$ cat src/rtl/cfg_pkg.sv
package cfg_pkg;

    typedef enum logic [3:0] {
        PH_HUNT,
        PH_LEN,
        PH_SEP,
        PH_START,
        PH_DATA,
        PH_CHECK,
        PH_POST,
        PH_STARTUP,
        PH_DONE,
        PH_FAULT
    } phase_e;

    typedef struct packed {
        logic valid;
        logic data;
    } sbit_t;

    localparam int          FILL_BITS = 8;
    localparam int          PRE_BITS  = 4;
    localparam logic [3:0]  PREAMBLE  = 4'b0010;
    localparam int          LEN_BITS  = 24;
    localparam int          SEP_BITS  = 4;
    localparam int          CHK_BITS  = 4;
    localparam logic [3:0]  CHK_CONST = 4'b0110;
    localparam int          POST_BITS = 8;
    localparam logic [7:0]  POSTAMBLE = 8'b0111_1111;
    localparam int          CRC_W     = 16;
    localparam logic [15:0] CRC_POLY  = 16'h8005;
    localparam int          BYTE_W    = 8;

    function automatic int imax(input int a, input int b);
        return (a > b) ? a : b;
    endfunction

    function automatic logic [CRC_W-1:0] crc_advance(input logic [CRC_W-1:0] c, input logic b);
        logic fb;
        fb = b ^ c[CRC_W-1];
        return {c[CRC_W-2:0], 1'b0} ^ (fb ? CRC_POLY : '0);
    endfunction

endpackage

$ cat src/rtl/cfg_bit_source.sv
module cfg_bit_source
    import cfg_pkg::*;
(
    input  logic              clk,
    input  logic              rst,
    input  logic              byte_mode,
    input  logic              bit_en,
    input  logic              bit_in,
    input  logic              byte_valid,
    input  logic [BYTE_W-1:0] byte_in,
    output sbit_t             bit_o
);
    localparam int LW = $clog2(BYTE_W + 1);

    logic [BYTE_W-1:0] shift_q;
    logic [LW-1:0]     left_q;
    logic              can_load;

    assign can_load = (left_q <= LW'(1));

    always_ff @(posedge clk) begin
        if (rst) begin
            shift_q <= '0;
            left_q  <= '0;
        end else if (byte_mode && byte_valid && can_load) begin
            shift_q <= byte_in;
            left_q  <= LW'(BYTE_W);
        end else if (left_q != '0) begin
            shift_q <= shift_q >> 1;
            left_q  <= left_q - 1'b1;
        end
    end

    always_comb begin
        if (byte_mode) begin
            bit_o.valid = (left_q != '0);
            bit_o.data  = shift_q[0];
        end else begin
            bit_o.valid = bit_en;
            bit_o.data  = bit_in;
        end
    end
endmodule

$ cat src/rtl/cfg_header_detect.sv
module cfg_header_detect
    import cfg_pkg::*;
(
    input  logic  clk,
    input  logic  rst,
    input  logic  hunt,
    input  sbit_t bit_i,
    output logic  found
);
    localparam int WIN = FILL_BITS + PRE_BITS;
    localparam logic [WIN-1:0] PATTERN = {{FILL_BITS{1'b1}}, PREAMBLE};

    logic [WIN-2:0] win_q;
    logic [WIN-1:0] view;

    assign view  = {win_q, bit_i.data};
    assign found = hunt && bit_i.valid && (view == PATTERN);

    always_ff @(posedge clk) begin
        if (rst) begin
            win_q <= '0;
        end else if (hunt && bit_i.valid) begin
            win_q <= view[WIN-2:0];
        end
    end
endmodule

$ cat src/rtl/cfg_crc16.sv
module cfg_crc16
    import cfg_pkg::*;
(
    input  logic                clk,
    input  logic                rst,
    input  logic                clear,
    input  logic                shift,
    input  logic                din,
    output logic [CHK_BITS-1:0] tag
);
    logic [CRC_W-1:0] crc_q;

    always_ff @(posedge clk) begin
        if (rst || clear) begin
            crc_q <= '0;
        end else if (shift) begin
            crc_q <= crc_advance(crc_q, din);
        end
    end

    assign tag = crc_q[CHK_BITS-1:0];
endmodule

$ cat src/rtl/cfg_stream_parser.sv
module cfg_stream_parser
    import cfg_pkg::*;
#(
    parameter int FRAME_BITS   = 8,
    parameter int NUM_FRAMES   = 3,
    parameter int STARTUP_CLKS = 4
) (
    input  logic                  clk,
    input  logic                  rst,
    input  logic                  crc_mode,
    input  logic                  byte_mode,
    input  logic                  bit_en,
    input  logic                  bit_in,
    input  logic                  byte_valid,
    input  logic [BYTE_W-1:0]     byte_in,
    output logic [FRAME_BITS-1:0] frame_data,
    output logic                  frame_valid,
    output logic [LEN_BITS-1:0]   length_count,
    output logic                  err_n,
    output logic                  done
);
    localparam int CMAX = imax(imax(LEN_BITS, FRAME_BITS), imax(STARTUP_CLKS, POST_BITS));
    localparam int CW   = $clog2(CMAX) + 1;
    localparam int FW   = $clog2(NUM_FRAMES + 1);

    sbit_t                 sb;
    logic                  hdr_found;
    logic [CHK_BITS-1:0]   crc_tag;
    logic [CHK_BITS-1:0]   exp_nib;
    phase_e                phase_q;
    logic [CW-1:0]         cnt_q;
    logic [FW-1:0]         frm_q;
    logic [LEN_BITS-1:0]   total_q;
    logic [LEN_BITS-1:0]   len_q;
    logic [FRAME_BITS-1:0] word_q;
    logic [FRAME_BITS-1:0] fdata_q;
    logic                  fv_q;
    logic                  chk_bad;
    logic                  post_bad;

    cfg_bit_source u_src (
        .clk        (clk),
        .rst        (rst),
        .byte_mode  (byte_mode),
        .bit_en     (bit_en),
        .bit_in     (bit_in),
        .byte_valid (byte_valid),
        .byte_in    (byte_in),
        .bit_o      (sb)
    );

    cfg_header_detect u_hdr (
        .clk   (clk),
        .rst   (rst),
        .hunt  (phase_q == PH_HUNT),
        .bit_i (sb),
        .found (hdr_found)
    );

    cfg_crc16 u_crc (
        .clk   (clk),
        .rst   (rst),
        .clear (sb.valid && phase_q == PH_SEP),
        .shift (sb.valid && phase_q == PH_DATA),
        .din   (sb.data),
        .tag   (crc_tag)
    );

    assign exp_nib  = crc_mode ? crc_tag : CHK_CONST;
    assign chk_bad  = (sb.data != exp_nib[2'd3 - cnt_q[1:0]]);
    assign post_bad = (sb.data != POSTAMBLE[3'd7 - cnt_q[2:0]]);

    always_ff @(posedge clk) begin
        if (rst) begin
            phase_q <= PH_HUNT;
            cnt_q   <= '0;
            frm_q   <= '0;
            total_q <= '0;
            len_q   <= '0;
            word_q  <= '0;
            fdata_q <= '0;
            fv_q    <= 1'b0;
        end else begin
            fv_q <= 1'b0;
            if (sb.valid) begin
                unique case (phase_q)
                    PH_HUNT: begin
                        if (hdr_found) begin
                            phase_q <= PH_LEN;
                            cnt_q   <= '0;
                        end
                    end
                    PH_LEN: begin
                        len_q <= {len_q[LEN_BITS-2:0], sb.data};
                        if (cnt_q == CW'(LEN_BITS - 1)) begin
                            phase_q <= PH_SEP;
                            cnt_q   <= '0;
                        end else begin
                            cnt_q <= cnt_q + 1'b1;
                        end
                    end
                    PH_SEP: begin
                        if (!sb.data) begin
                            phase_q <= PH_FAULT;
                        end else if (cnt_q == CW'(SEP_BITS - 1)) begin
                            phase_q <= PH_START;
                            cnt_q   <= '0;
                            total_q <= '0;
                            frm_q   <= '0;
                        end else begin
                            cnt_q <= cnt_q + 1'b1;
                        end
                    end
                    PH_START: begin
                        total_q <= total_q + 1'b1;
                        if (sb.data) begin
                            phase_q <= PH_FAULT;
                        end else begin
                            phase_q <= PH_DATA;
                            cnt_q   <= '0;
                        end
                    end
                    PH_DATA: begin
                        total_q <= total_q + 1'b1;
                        word_q  <= {word_q[FRAME_BITS-2:0], sb.data};
                        if (cnt_q == CW'(FRAME_BITS - 1)) begin
                            phase_q <= PH_CHECK;
                            cnt_q   <= '0;
                        end else begin
                            cnt_q <= cnt_q + 1'b1;
                        end
                    end
                    PH_CHECK: begin
                        total_q <= total_q + 1'b1;
                        if (chk_bad) begin
                            phase_q <= PH_FAULT;
                        end else if (cnt_q == CW'(CHK_BITS - 1)) begin
                            fv_q    <= 1'b1;
                            fdata_q <= word_q;
                            cnt_q   <= '0;
                            frm_q   <= frm_q + 1'b1;
                            phase_q <= (frm_q == FW'(NUM_FRAMES - 1)) ? PH_POST : PH_START;
                        end else begin
                            cnt_q <= cnt_q + 1'b1;
                        end
                    end
                    PH_POST: begin
                        total_q <= total_q + 1'b1;
                        if (post_bad) begin
                            phase_q <= PH_FAULT;
                        end else if (cnt_q == CW'(POST_BITS - 1)) begin
                            cnt_q   <= '0;
                            phase_q <= (len_q != total_q + 1'b1) ? PH_FAULT : PH_STARTUP;
                        end else begin
                            cnt_q <= cnt_q + 1'b1;
                        end
                    end
                    PH_STARTUP: begin
                        if (cnt_q == CW'(STARTUP_CLKS - 1)) begin
                            phase_q <= PH_DONE;
                        end else begin
                            cnt_q <= cnt_q + 1'b1;
                        end
                    end
                    default: ;
                endcase
            end
        end
    end

    assign frame_data   = fdata_q;
    assign frame_valid  = fv_q;
    assign length_count = len_q;
    assign err_n        = (phase_q != PH_FAULT);
    assign done         = (phase_q == PH_DONE);
endmodule

$ cat config.mk
export PLATFORM = sky130hd
export DESIGN_NAME = cfg_stream_parser
export DESIGN_NICKNAME = d
export VERILOG_FILES = /design/src/rtl/cfg_pkg.sv /design/src/rtl/cfg_bit_source.sv /design/src/rtl/cfg_header_detect.sv /design/src/rtl/cfg_crc16.sv /design/src/rtl/cfg_stream_parser.sv
export SDC_FILE = /design/constraint.sdc
export NUM_CORES = 1
export LEC_CHECK = 0
export ABC_AREA = 1
export BUFFER_PORTS_ARGS = -buffer_cell sky130_fd_sc_hd__buf_2
export CORE_ASPECT_RATIO = 1.25
export CORE_MARGIN = 1
export CORE_UTILIZATION = 50
export CTS_CLUSTER_DIAMETER = 100
export DETAILED_ROUTE_END_ITERATION = 7
export PLACE_DENSITY = 0.74
export SLEW_MARGIN = 20
export SYNTH_ARGS = -nofsm -noshare
export SYNTH_HDL_FRONTEND = slang
export SYNTH_SLANG_ARGS = --single-unit
$ cat constraint.sdc
create_clock -name clk -period 2 [get_ports clk]
set_input_delay 0.4 -clock clk [delete_from_list [all_inputs] [get_ports clk]]
set_output_delay 0.4 -clock clk [all_outputs]
set_load 0.05 [all_outputs]
==> flow_summary.json <==
{
  "gp_congestion": 0.923,
  "antenna_found_initial": 0,
  "status": "finished, violations left",
  "drive_above_1_share_pct": 25.7,
  "rows": 44,
  "min_to": "u_src.shift_q[7]",
  "final_antenna_net_count": 0,
  "clkLatencyLatePin_ns": 0.42,
  "numClockSinks": 116,
  "cp-start-kind": "flip-flop",
  "critical_path_class": "reg2reg",
  "rrSetupSlack_ns": -0.12,
  "vias_per_cell": 5.25,
  "core_area_mm2": 0.0117,
  "max_cap_viol_count": 0,
  "reg2reg_to": "phase_q[2]",
  "numCtsBuffers": 17,
  "slew_headroom_pct": 59.1,
  "netlist_instances": 902,
  "design_area_mm2": 0.00798,
  "regArea_mm2": 0.00234,
  "yosys.area.top_type": "dfxtp_1",
  "setup_viol": 8,
  "rr_worst_depth": 15,
  "grt_start_max_net_pins": 50,
  "path_max_fanout": 6,
  "hpwl_um": 11300,
  "synth_cell_types": 39,
  "start_util_pct": 51.8,
  "fin_nets": 1064,
  "ys.warnings.count": 0,
  "ys_ff_latch": 116,
  "hold_ws_ns": 0.234,
  "dr.pass1.iters": 5,
  "fin_skew_ns": 0.00709,
  "vdd_drop_max_mv": 0.640,
  "cp-end-kind": "flip-flop",
  "die_x_um": 100,
  "dpl_cell_area_mm2": 0.00705,
  "cts_tree": "built",
  "min_period_ns": 2.12,
  "cp_data_arrival_time_ns": 2.47,
  "p_leak_nw": 3.29,
  "wl_per_cell_um": 13.4,
  "rsz0062_at_grt": "true",
  "timing.rr.start": "total_q[1]",
  "fin_ws_ns": -0.118,
  "powerDensity_mw_per_mm2": 835,
  "io_pins": 50,
  "report.final.slew_viol_count": 0,
  "grt_pass1_vias": 6162,
  "cts_root_buf": "clkbuf_16",
  "grt_overflow": 0,
  "track_usage_pct": 26.7,
  "cts_buffer_depth": 2,
  "hold_depth": 3,
  "multi_input_area_mm2": 0.00338,
  "die_area_mm2": 0.0125,
  "fill_cells": 1034,
  "synth_area_leaders": "dfxtp_1, nand2_1, a21oi_1",
  "routed-via-count": 6385,
  "cp.required_ns": 2.35,
  "syn2layout_area_growth_pct": 31.9,
  "cts.reportedPaths.clkPinSlew_ns": 0.06,
  "synth_nets": 924,
  "min_path_type": "in2reg",
  "yosysTopAreaCellShare_pct": 38.4,
  "fin_util_pct": 68.3,
  "die_height_um": 125,
  "drc": 0,
  "postSynthAreaPerCell_um2": 6.70,
  "netlist_area_mm2": 0.00604,
  "n_antenna_cell": 0,
  "port_buffers": 49,
  "max_freq_mhz": 472,
  "min_from": "byte_in[7]",
  "worst_slew_pin_slew_ns": 0.614,
  "drtIter0Drc": 313,
  "grt_pass1_wl_um": 26700,
  "routed_wl_um": 16300,
  "hold_viol": 0,
  "yosysSeqAreaShare_pct": 38.4,
  "failed_checks": "negative setup slack",
  "htree_levels": 4,
  "period_share_pct": 106
}
## per-stage QoR
stage               instances  total power (W)  setup WS [ns]  setup TNS, ns
detailed placement       1166          0.00360         -0.175          -1.19
floorplan                 902          0.00326        0.00849              0
CTS                      1207          0.00667        -0.0342        -0.0879
finish                   1216          0.00666         -0.118         -0.481
global route             1216          0.00695         -0.253          -2.92
global placement         1166          0.00358         -0.132         -0.707
## sequential cells by signal (all words and copies together) (netlist names)
| name | cells |
|---|---|
| u_src.shift_q | 8 |
| frame_data | 8 |
| length_count | 24 |
| total_q | 24 |
| frame_valid | 1 |
| word_q | 8 |
| u_hdr.win_q | 11 |
| phase_q | 4 |
| u_src.left_q | 4 |
| frm_q | 2 |
| cnt_q | 6 |
| u_crc.crc_q | 16 |
## area by class of cell
class | instances | area share (%)
clock inverters | 15 | 2.13
multi-input cells | 650 | 42.4
flip-flops and latches | 116 | 29.4
clock buffers | 17 | 5.33
repair buffers | 147 | 13.0
inverters | 110 | 5.21
well taps | 161 | 2.53
## cell usage in the layout (no fill, tap or decap), types with 4 or more instances in the layout
cell	instances
nand2_1	223
dfxtp_1	106
inv_1	100
a21oi_1	98
buf_4	91
nand3_1	72
o21ai_0	60
nor2_1	59
buf_2	48
nand2_2	19
clkbuf_16	17
nor2_4	12
nor2_2	11
nand4_1	10
xor2_1	10
nand3_2	10
inv_2	9
nor3_1	8
o21ai_1	7
a31oi_1	7
dfxtp_2	7
nand2_4	5
ha_1	5
inv_6	5
buf_6	5
xnor2_1	4
## critical path: stages (launching register included)
cell and delay, ns:
dfxtp_4 0.37, buf_6 0.10, nand2_4 0.04, nor2_4 0.25, nand2_4 0.12, nor2_4 0.20
nand3b_1 0.14, nand2_1 0.11, nand2_1 0.07, nand2_2 0.08, nand3_1 0.12, nor2_4 0.11
nand3_2 0.07, nand2_1 0.08, nand2_1 0.06, a21oi_2 0.13
## cells in the mapped netlist, drive strengths merged
cell type and n:
nor2b 1, nand2 247, nand4 10, nor4 2
nand3 82, xnor3 1, a211oi 3, a31oi 7
ha 7, o21ai 70, inv 110, o211ai 1
or2 2, o21bai 2, nor2 82, o221ai 1
dfxtp 116, a41oi 1, clkbuf 18, nor3b 1
and2 1, xnor2 4, a21oi 100, xor2 10
buf 8, nor3 12, nand3b 3
## metal layers
layer	up-vias	GRT usage, %	routed length (um)
li1	3229	-	-
met1	2963	28.6	6620
met2	139	47.4	8500
met3	54	5.20	478
met4	0	16.9	700
met5	-	0	0
## kinds of logic (layout without fill, tap and decap cells)
group,Yosys count,after routing,share of synthesized area (%)
AO/OA/AOI/OAI,185,185,16.1
XOR/XNOR,15,15,2.40
adder cells (fa/ha/maj),7,7,1.45
buffers and inverters,136,289,8.69
flip-flops,116,116,38.4
AND/OR/NAND/NOR,443,443,32.9
## worst max-delay path by stage
stage                          from  slack (ns)  cells after the start          to
detailed placement        byte_mode       -0.17                     11    cnt_q[1]
global route             total_q[1]       -0.25                     16  phase_q[2]
CTS                      total_q[1]       -0.03                     13  phase_q[1]
floorplan           u_src.left_q[0]       0.008                     13    cnt_q[1]
finish                   total_q[1]       -0.12                     15  phase_q[2]
global placement          byte_mode       -0.13                     11    cnt_q[1]
## what timing repair did
action                     CTS  global route
pin swaps                   15            27
hold buffers                 0             0
setup endpoints to repair    9            37
gates resized for setup     18            45
buffers inserted             9            10
## power by group
| group | switching, W | internal, W | total [W] |
|---|---|---|---|
| sequential | 0.0000720 | 0.00244 | 0.00251 |
| clock | 0.00119 | 0.00187 | 0.00306 |
| combinational | 0.000637 | 0.000452 | 0.00109 |
| total | 0.00190 | 0.00476 | 0.00666 |
Power figures use the tool's default switching activity.
